`src/rtl/fcd_pkg.sv`:
```
// Shared types of the flash command decoder.
// Assumes: kind and mode encodings are visible to the engine and read path.
package fcd_pkg;
    typedef enum logic [2:0] {
        K_ERASE  = 3'd0,
        K_PROG   = 3'd1,
        K_DWPROG = 3'd2,
        K_LOCK   = 3'd3,
        K_UNLOCK = 3'd4,
        K_LOCKDN = 3'd5,
        K_PROT   = 3'd6
    } op_kind_e;

    typedef enum logic [1:0] {
        M_ARRAY  = 2'd0,
        M_STATUS = 2'd1,
        M_SIG    = 2'd2,
        M_QUERY  = 2'd3
    } rd_mode_e;

    typedef enum logic [2:0] {
        S_IDLE  = 3'd0,
        S_ERASE = 3'd1,
        S_PROG  = 3'd2,
        S_DW1   = 3'd3,
        S_DW2   = 3'd4,
        S_LOCK  = 3'd5,
        S_PROT  = 3'd6
    } seq_state_e;

    localparam logic [7:0] C_READ_ARRAY = 8'hFF;
    localparam logic [7:0] C_READ_STAT  = 8'h70;
    localparam logic [7:0] C_READ_SIG   = 8'h90;
    localparam logic [7:0] C_READ_QUERY = 8'h98;
    localparam logic [7:0] C_CLEAR      = 8'h50;
    localparam logic [7:0] C_SUSPEND    = 8'hB0;
    localparam logic [7:0] C_CONFIRM    = 8'hD0;
    localparam logic [7:0] C_ERASE      = 8'h20;
    localparam logic [7:0] C_PROG       = 8'h40;
    localparam logic [7:0] C_DWPROG     = 8'h30;
    localparam logic [7:0] C_LOCKSET    = 8'h60;
    localparam logic [7:0] C_LOCK       = 8'h01;
    localparam logic [7:0] C_LOCKDN     = 8'h2F;
    localparam logic [7:0] C_PROT       = 8'hC0;
endpackage

```
`src/rtl/fcd_seq.sv`:
```
// Command sequence tracker: decodes bus writes, follows multi-write
// sequences, gates codes by engine state and emits start/suspend/resume.
// Assumes: wr_en is a one-cycle strobe; engine busy/suspend are synchronous.
module fcd_seq
    import fcd_pkg::*;
#(
    parameter int ADDR_W = 20
) (
    input  logic              clk,
    input  logic              rst_n,
    input  logic              wr_en,
    input  logic [ADDR_W-1:0] wr_addr,
    input  logic [15:0]       wr_data,
    input  logic              eng_busy,
    input  logic              eng_susp,
    output logic              op_start,
    output op_kind_e          op_kind,
    output logic [ADDR_W-1:0] op_addr,
    output logic [15:0]       op_data,
    output logic [ADDR_W-1:0] op_addr2,
    output logic [15:0]       op_data2,
    output logic              suspend_req,
    output logic              resume_req,
    output rd_mode_e          mode,
    output logic              set_erase_err,
    output logic              set_prog_err,
    output logic              clr_err
);
    localparam logic [ADDR_W-1:0] PAIR_MASK = {{(ADDR_W-1){1'b1}}, 1'b0};

    seq_state_e        st_q, st_d;
    rd_mode_e          mode_d;
    op_kind_e          kind_d, last_q, last_d;
    logic              start_d, susp_d, res_d;
    logic [ADDR_W-1:0] addr_d, addr2_d;
    logic [15:0]       data_d, data2_d;
    logic [7:0]        cmd;
    logic              run, susp_erase;

    assign cmd        = wr_data[7:0];
    assign run        = eng_busy & ~eng_susp;
    assign susp_erase = eng_susp & (last_q == K_ERASE);

    // Next-state decode of one bus write against the current sequence state.
    always_comb begin
        st_d = st_q; mode_d = mode; kind_d = op_kind; last_d = last_q;
        start_d = 1'b0; susp_d = 1'b0; res_d = 1'b0;
        addr_d = op_addr; data_d = op_data; addr2_d = op_addr2; data2_d = op_data2;
        set_erase_err = 1'b0; set_prog_err = 1'b0; clr_err = 1'b0;
        if (wr_en) begin
            case (st_q)
                S_IDLE: begin
                    if (run) begin
                        if (cmd == C_READ_STAT) mode_d = M_STATUS;
                        else if (cmd == C_SUSPEND && last_q != K_PROT) begin
                            susp_d = 1'b1; mode_d = M_STATUS;
                        end
                    end else if (eng_susp) begin
                        case (cmd)
                            C_READ_ARRAY: mode_d = M_ARRAY;
                            C_READ_STAT:  mode_d = M_STATUS;
                            C_READ_SIG:   mode_d = M_SIG;
                            C_READ_QUERY: mode_d = M_QUERY;
                            C_CONFIRM: begin res_d = 1'b1; mode_d = M_STATUS; end
                            C_PROG:    if (susp_erase) begin st_d = S_PROG; mode_d = M_STATUS; end
                            C_LOCKSET: if (susp_erase) begin st_d = S_LOCK; mode_d = M_STATUS; end
                            C_PROT:    if (susp_erase) begin st_d = S_PROT; mode_d = M_STATUS; end
                            default: ;
                        endcase
                    end else begin
                        case (cmd)
                            C_READ_ARRAY: mode_d = M_ARRAY;
                            C_READ_STAT:  mode_d = M_STATUS;
                            C_READ_SIG:   mode_d = M_SIG;
                            C_READ_QUERY: mode_d = M_QUERY;
                            C_CLEAR:      clr_err = 1'b1;
                            C_ERASE:   begin st_d = S_ERASE; mode_d = M_STATUS; end
                            C_PROG:    begin st_d = S_PROG;  mode_d = M_STATUS; end
                            C_DWPROG:  begin st_d = S_DW1;   mode_d = M_STATUS; end
                            C_LOCKSET: begin st_d = S_LOCK;  mode_d = M_STATUS; end
                            C_PROT:    begin st_d = S_PROT;  mode_d = M_STATUS; end
                            default:   mode_d = M_ARRAY;
                        endcase
                    end
                end
                S_ERASE: begin
                    st_d = S_IDLE; mode_d = M_STATUS;
                    if (cmd == C_CONFIRM) begin
                        start_d = 1'b1; kind_d = K_ERASE; addr_d = wr_addr; data_d = wr_data;
                    end else begin
                        set_erase_err = 1'b1; set_prog_err = 1'b1;
                    end
                end
                S_PROG, S_PROT: begin
                    st_d = S_IDLE; mode_d = M_STATUS; start_d = 1'b1;
                    kind_d = (st_q == S_PROG) ? K_PROG : K_PROT;
                    addr_d = wr_addr; data_d = wr_data;
                end
                S_DW1: begin
                    st_d = S_DW2; addr_d = wr_addr; data_d = wr_data;
                end
                S_DW2: begin
                    st_d = S_IDLE;
                    if (((wr_addr ^ op_addr) & PAIR_MASK) == '0) begin
                        start_d = 1'b1; kind_d = K_DWPROG; mode_d = M_STATUS;
                        addr2_d = wr_addr; data2_d = wr_data;
                    end else begin
                        set_prog_err = 1'b1; mode_d = M_ARRAY;
                    end
                end
                S_LOCK: begin
                    st_d = S_IDLE; addr_d = wr_addr; data_d = wr_data;
                    case (cmd)
                        C_LOCK:    begin start_d = 1'b1; kind_d = K_LOCK;   end
                        C_CONFIRM: begin start_d = 1'b1; kind_d = K_UNLOCK; end
                        C_LOCKDN:  begin start_d = 1'b1; kind_d = K_LOCKDN; end
                        default:   mode_d = M_ARRAY;
                    endcase
                end
                default: begin st_d = S_IDLE; mode_d = M_ARRAY; end
            endcase
        end
        if (start_d && !eng_susp && kind_d inside {K_ERASE, K_PROG, K_DWPROG, K_PROT})
            last_d = kind_d;
    end

    // Sequence, mode and operation registers.
    always_ff @(posedge clk) begin
        if (!rst_n) begin
            st_q <= S_IDLE; mode <= M_ARRAY; op_kind <= K_ERASE; last_q <= K_ERASE;
            op_start <= 1'b0; suspend_req <= 1'b0; resume_req <= 1'b0;
            op_addr <= '0; op_data <= '0; op_addr2 <= '0; op_data2 <= '0;
        end else begin
            st_q <= st_d; mode <= mode_d; op_kind <= kind_d; last_q <= last_d;
            op_start <= start_d; suspend_req <= susp_d; resume_req <= res_d;
            op_addr <= addr_d; op_data <= data_d; op_addr2 <= addr2_d; op_data2 <= data2_d;
        end
    end

    // a reset edge leaves the decoder idle in array mode with no pulse.
    a_r1_reset_state: assert property (@(posedge clk)
        !rst_n |=> (st_q == S_IDLE && mode == M_ARRAY && !op_start));
    // a new command while the engine runs never starts an operation.
    a_r7_no_start_running: assert property (@(posedge clk) disable iff (!rst_n)
        (wr_en && run && st_q == S_IDLE) |=> !op_start);
    // a wrong erase confirm starts nothing.
    a_r3_bad_confirm: assert property (@(posedge clk) disable iff (!rst_n)
        (wr_en && st_q == S_ERASE && cmd != C_CONFIRM) |=> !op_start);
    // a protection-register program is never suspended.
    a_r9_prot_no_suspend: assert property (@(posedge clk) disable iff (!rst_n)
        (wr_en && run && last_q == K_PROT) |=> !suspend_req);
    // resume only follows a write made while suspended.
    a_r8_resume_when_susp: assert property (@(posedge clk) disable iff (!rst_n)
        resume_req |-> $past(eng_susp));
endmodule

```
`src/rtl/fcd_status.sv`:
```
// Error flags of the status register (bit 5 erase, bit 4 program).
// Assumes: set and clear requests never coincide.
module fcd_status (
    input  logic clk,
    input  logic rst_n,
    input  logic set_erase_err,
    input  logic set_prog_err,
    input  logic clr_err,
    output logic err_erase,
    output logic err_prog
);
    // Sticky error flags, cleared only by the clear command or reset.
    always_ff @(posedge clk) begin
        if (!rst_n || clr_err) begin
            err_erase <= 1'b0;
            err_prog  <= 1'b0;
        end else begin
            if (set_erase_err) err_erase <= 1'b1;
            if (set_prog_err)  err_prog  <= 1'b1;
        end
    end

    // clearing leaves both flags low.
    a_r10_clear: assert property (@(posedge clk) disable iff (!rst_n)
        clr_err |=> (!err_erase && !err_prog));
    // an erase-confirm error raises both flags together.
    a_r3_both_flags: assert property (@(posedge clk) disable iff (!rst_n)
        set_erase_err |=> (err_erase && err_prog));
endmodule

```
`src/rtl/fcd_readsel.sv`:
```
// Read-source selection and identifier word.
// Assumes: lock bits arrive for the block being read.
module fcd_readsel
    import fcd_pkg::*;
#(
    parameter logic [15:0] DEVICE_ID = 16'h5A3C,
    parameter logic [15:0] MAKER_ID  = 16'h0020
) (
    input  logic       clk,
    input  logic       rst_n,
    input  rd_mode_e   mode,
    input  logic       eng_busy,
    input  logic       eng_susp,
    input  logic [1:0] id_sel,
    input  logic       blk_locked,
    input  logic       blk_lockdown,
    output logic [1:0] rd_sel,
    output logic [15:0] id_word
);
    // Force status reads while an operation runs.
    always_comb rd_sel = (eng_busy && !eng_susp) ? M_STATUS : mode;

    // Identifier word by select index.
    always_comb begin
        case (id_sel)
            2'd0:    id_word = MAKER_ID;
            2'd1:    id_word = DEVICE_ID;
            2'd2:    id_word = {14'b0, blk_lockdown, blk_locked};
            default: id_word = 16'h0000;
        endcase
    end

    // status is the read source whenever the engine runs.
    a_r7_status_when_running: assert property (@(posedge clk) disable iff (!rst_n)
        (eng_busy && !eng_susp) |-> rd_sel == 2'd1);
endmodule

```
`src/rtl/flash_cmd_decoder.sv`:
```
// Top of the flash command decoder: sequence tracker, error flags, read mux.
// Assumes: single clock domain; the engine drives busy/suspended synchronously.
module flash_cmd_decoder
    import fcd_pkg::*;
#(
    parameter int          ADDR_W    = 20,
    parameter logic [15:0] DEVICE_ID = 16'h5A3C
) (
    input  logic              clk,
    input  logic              rst_n,
    input  logic              wr_en,
    input  logic [ADDR_W-1:0] wr_addr,
    input  logic [15:0]       wr_data,
    input  logic              eng_busy,
    input  logic              eng_susp,
    input  logic [1:0]        id_sel,
    input  logic              blk_locked,
    input  logic              blk_lockdown,
    output logic              op_start,
    output logic [2:0]        op_kind,
    output logic [ADDR_W-1:0] op_addr,
    output logic [15:0]       op_data,
    output logic [ADDR_W-1:0] op_addr2,
    output logic [15:0]       op_data2,
    output logic              suspend_req,
    output logic              resume_req,
    output logic [1:0]        rd_sel,
    output logic [15:0]       id_word,
    output logic              err_erase,
    output logic              err_prog
);
    op_kind_e kind;
    rd_mode_e mode;
    logic     set_e, set_p, clr;

    assign op_kind = kind;

    fcd_seq #(.ADDR_W(ADDR_W)) u_seq (
        .clk(clk), .rst_n(rst_n), .wr_en(wr_en), .wr_addr(wr_addr), .wr_data(wr_data),
        .eng_busy(eng_busy), .eng_susp(eng_susp),
        .op_start(op_start), .op_kind(kind), .op_addr(op_addr), .op_data(op_data),
        .op_addr2(op_addr2), .op_data2(op_data2),
        .suspend_req(suspend_req), .resume_req(resume_req), .mode(mode),
        .set_erase_err(set_e), .set_prog_err(set_p), .clr_err(clr)
    );

    fcd_status u_status (
        .clk(clk), .rst_n(rst_n), .set_erase_err(set_e), .set_prog_err(set_p),
        .clr_err(clr), .err_erase(err_erase), .err_prog(err_prog)
    );

    fcd_readsel #(.DEVICE_ID(DEVICE_ID)) u_rdsel (
        .clk(clk), .rst_n(rst_n), .mode(mode), .eng_busy(eng_busy), .eng_susp(eng_susp),
        .id_sel(id_sel), .blk_locked(blk_locked), .blk_lockdown(blk_lockdown),
        .rd_sel(rd_sel), .id_word(id_word)
    );
endmodule

```
`config.mk`:
```
export PLATFORM = sky130hd
export DESIGN_NAME = flash_cmd_decoder
export DESIGN_NICKNAME = d
export VERILOG_FILES = /design/src/rtl/fcd_pkg.sv /design/src/rtl/fcd_seq.sv /design/src/rtl/fcd_status.sv /design/src/rtl/fcd_readsel.sv /design/src/rtl/flash_cmd_decoder.sv
export SDC_FILE = /design/constraint.sdc
export NUM_CORES = 1
export LEC_CHECK = 0
export CAP_MARGIN = 25
export CORE_MARGIN = 3
export CORE_UTILIZATION = 45
export CTS_CLUSTER_SIZE = 30
export DETAILED_ROUTE_END_ITERATION = 10
export MAX_ROUTING_LAYER = met4
export PLACE_DENSITY = 0.8
export SLEW_MARGIN = 10
export SYNTH_ARGS = -nofsm -noshare
export SYNTH_HDL_FRONTEND = slang
export SYNTH_SLANG_ARGS = --single-unit
```
`constraint.sdc`:
```
create_clock -name clk -period 2.95 [get_ports clk]
set_input_delay 0.59 -clock clk [delete_from_list [all_inputs] [get_ports clk]]
set_output_delay 0.59 -clock clk [all_outputs]
set_load 0.01 [all_outputs]
```
==> results <==
- CTS saw 88 sinks.
- The number of antenna violations at the first check in global routing is 0.
- The total die area is 10200 µm².
- The data required time of the critical path is 3230 ps.
- In the global route stage, met2 resource usage came out at 38.4%.
- The final core utilization is 67.9%.
- The depth of the most critical reg-to-reg path is 8.
- CTS built an H-tree with a depth of 3.
- The clock skew is 16.3 ps.
- The number of hold-slack violations in the final timing report came to 0.
- Detailed routing inserted a total of 4038 vias.
- The setup check on the worst reg-to-reg path leaves a slack of 650 ps.
- The total placed cells including tap cells is 744.
- Leaving out fill and tap cells, the most frequent cells in the layout are 136 x sky130_fd_sc_hd__clkdlybuf4s50_1, 97 x sky130_fd_sc_hd__nand2_1, 88 x sky130_fd_sc_hd__dfxtp_1.
- In this run switching power makes up 27.0% of total power.
- TritonCTS built the clock tree.
- The number of iterations in the first detailed-routing pass is 5.
- In the post-route analysis, the smallest setup slack over all paths is 161 ps.
- Synthesis handed over a netlist of 493 instances.
- STA classifies the critical path endpoint as a flip-flop.
- In this run, distinct cell masters in the synthesized netlist total 51.
- The placeable core region is 8720 µm².
- On the final layout, the worst hold slack is 461 ps.
- The final cell count without fillers is 760.
- The final-report setup violation count is 0.
- The initial DRC count is 193.
- The half-perimeter wire length of the detailed placement result is 8800 µm.
- The congestion estimate from routability-driven global placement came to 0.924.
- The final critical path takes up 94.5% of the cycle.
- For this design the top-level I/O count stands at 143.
- The number of synthesized register bits is 88.
- Dividing the detail-routed via count by the number of cells gives 5.31.
- The insertion delay of the later-clocked pin in the worst-skew pair is 360 ps.
- The via count of the first global-routing pass came to 3978.
- The critical path launch point is wr_data[0].
- The chip width is 101 µm.
- The net count reported at finish is 692.
- The clock-pin slew on the worst setup and hold paths is 100 ps.
- The remaining global-route overflow is 0.
- The analysis attributes to net switching a power of 0.608 mW.
- The startpoint of the tightest hold check path is u_seq.op_data[2]$_SDFFE_PN0P_.
- The sequential group share of total power is 53.1%.
- The most utilized layer in the global route result is met2.
- The endpoint of the most critical setup path is u_seq.st_q[0]$_SDFFE_PN0P_.
- The total negative slack for setup checks is 0 ps.
- The count of unresolved DRC violations after routing is 0.
- The run finished with clean final reports.
- The proportion of power drawn by the clock network is 36.9%.
- The root buffer cell chosen for the clock tree is sky130_fd_sc_hd__clkbuf_8.
- In this run the tightest slew margin relative to its limit is 57.1%.
- The reported leakage power is 2.35 nW.
- The share of total power in combinational logic is 10.0%.
- The largest fanout on the critical path is 4.
- Yosys mapped a number of flops with a built-in enable equal to 0.
- The met1 track demand over resource in global routing is 29.5%.
- Leaving out fill and tap cells, the most frequent cell in the layout is sky130_fd_sc_hd__clkdlybuf4s50_1.
- Setup repair after global routing left no endpoint under its margin.
- The max-cap violation count is 0.
- The worst path in the final design needs a cycle of 2790 ps, including I/O delays and setup.
- The number of gates given a new drive strength after cts is 0.
- From synthesis to final layout, the design area changed by 46.0%.
- After clock tree synthesis, the flow added hold-fix buffers numbering 0.
- Entering global routing, the biggest net connects 37 pins.
- The count of nets left with antenna violations once routing finished came out at 0.
- For this run, the leading register cell type out of synthesis is sky130_fd_sc_hd__dfxtp_1.
- The share of the yosys chip area belonging to registers is 43.4%.
- The fraction of registers with async set/reset is 0%.
- The average detailed-routed wire length per instance is 15.7 µm.
- The first global-routing pass estimated 19200 µm of wire.
- The data arrival time of the critical path is 3070 ps.
- The repair_antennas step left the layout with diodes totalling 0.
- The average instance area after synthesis is 8.23 µm².
- The starting utilization of the core area is 46.5%.
- Global routing consumed, on the met3 layer, 6.92% of the routing resources.
- In this run the tool buffered the top-level ports with 136 buffer cells.
- The number of clock buffers added by TritonCTS is 9.
- The number of pins with negative max-slew slack in the final report was 0.
- Wires add up to 11900 µm.
- After floorplanning, the core was divided into 34 placement rows.
- STA classifies the critical path startpoint as an input pin.
- The total power density per cell area is 379 nW/µm².
- The worst register-to-register path ends at u_seq.mode[1]$_SDFFE_PN0P_.
- The post-synth design cell area is 4060 µm².
- The worst hold path belongs to the class reg -> reg.
- The highest attainable clock frequency is 0.359 GHz.
- The setup slack after placement is -195 ps.
- Buffers added to address setup during post-CTS repair amount to 0.
- The transition time at the pin with the least slew margin is 644 ps.
- The internal power of the cells totals 1.64 mW.
- In this run the critical register-to-register path is launched from u_seq.st_q[1]$_SDFFE_PN0P_.
- The proportion of layout cells with a drive suffix above 1 is 10.1%.
- The aggregate global-route resource usage is 24.2%.
- The worst voltage drop across the vdd grid is 0.000310 V.
- The warning count from the yosys run is 0.
- Counting along the longest clock path gives a buffer depth of 2.
- The worst setup path is of the in -> reg kind.
- The floorplan step set the die height to 101 µm.
-- metrics by stage --
stage	total power, mW	instance area, µm²
final	2.25	5920
after global routing	2.33	5920
after CTS	2.27	5920
after detailed placement	1.44	5730
after global placement	1.44	5730
after floorplan	1.32	4070
-- area by class of cell --
cell class                 instances  area, µm²
timing repair buffer             181       1720
clock buffer                       9        124
inverter                           4       15.0
fill                             695       2800
tap                              108        135
clock inverter                     7       72.6
multi-input combinational        363       2090
sequential                        88       1760
-- Yosys cell counts, types with 3 or more instances --
cell	count	share of area, %
sky130_fd_sc_hd__a21oi_1	42	5.2
sky130_fd_sc_hd__and2_1	5	0.77
sky130_fd_sc_hd__and3_1	4	0.62
sky130_fd_sc_hd__buf_1	4	0.37
sky130_fd_sc_hd__buf_4	12	2.2
sky130_fd_sc_hd__clkbuf_1	26	2.4
sky130_fd_sc_hd__dfxtp_1	88	43
sky130_fd_sc_hd__inv_1	4	0.37
sky130_fd_sc_hd__mux2i_1	37	9.1
sky130_fd_sc_hd__nand2_1	97	9.0
sky130_fd_sc_hd__nand2b_1	7	1.1
sky130_fd_sc_hd__nand3_1	6	0.74
sky130_fd_sc_hd__nand4_1	8	1.2
sky130_fd_sc_hd__nor2_1	53	4.9
sky130_fd_sc_hd__nor2b_1	5	0.77
sky130_fd_sc_hd__nor3_1	12	1.5
sky130_fd_sc_hd__nor3b_1	3	0.56
sky130_fd_sc_hd__nor4_1	4	0.62
sky130_fd_sc_hd__o21ai_0	6	0.74
sky130_fd_sc_hd__o31ai_1	3	0.56
sky130_fd_sc_hd__or3_1	3	0.46
sky130_fd_sc_hd__or4b_1	3	0.74
sky130_fd_sc_hd__xnor2_1	20	4.3
-- per-layer routing --
| metal | wire (µm) | vias up |
|---|---|---|
| li1 | - | 1985 |
| met1 | 5090 | 1907 |
| met2 | 5650 | 130 |
| met3 | 998 | 16 |
| met4 | 208 | 0 |
| met5 | 0 | - |
-- worst min-delay path by stage --
stage | slack (ps) | depth (start not counted) | to
floorplan | 450 | 2 | u_seq.last_q[1]$_SDFFE_PN0P_
global placement | 440 | 2 | u_seq.op_data[0]$_SDFFE_PN0P_
detailed placement | 450 | 2 | u_seq.op_data[2]$_SDFFE_PN0P_
CTS | 460 | 2 | u_seq.op_data[2]$_SDFFE_PN0P_
global route | 490 | 2 | u_seq.op_kind[0]$_SDFF_PN0_
finish | 460 | 2 | u_seq.op_data[2]$_SDFFE_PN0P_
-- power groups by stage --
stage                     Sequential [mW]  Combinational (mW)  Clock (mW)
after detailed placement             1.22               0.225           0
after floorplan                      1.22              0.0960           0
after global placement               1.22               0.223           0
after global routing                 1.19               0.244       0.890
final                                1.19               0.226       0.829
after CTS                            1.19               0.226       0.847
-- logic make-up after synthesis --
group                     synth area share [%]
DFF                                       43.4
AOI/OAI and AO/OA                         12.2
muxes                                     9.41
buffers and inverters                     5.49
xor gates and xnor gates                  4.32
and+or+nand+nor                           25.0
other                                   0.0925
-- registers in the layout, indices dropped and copies added (netlist names) --
name,cells
u_seq.last_q,3
u_seq.mode,2
u_seq.op_addr,20
u_seq.op_addr2,20
u_seq.op_data,16
u_seq.op_data2,16
u_seq.op_kind,3
u_seq.op_start,1
u_seq.resume_req,1
u_seq.st_q,3
u_seq.suspend_req,1
u_status.err_erase,1
u_status.err_prog,1
-- worst max-delay path: stages --
cell	delay, ps
sky130_fd_sc_hd__clkdlybuf4s50_1	430
sky130_fd_sc_hd__or4_1	620
sky130_fd_sc_hd__or4b_1	560
sky130_fd_sc_hd__a31o_1	240
sky130_fd_sc_hd__or4b_1	510
sky130_fd_sc_hd__a21oi_1	130
Power figures use the tool's default switching activity.
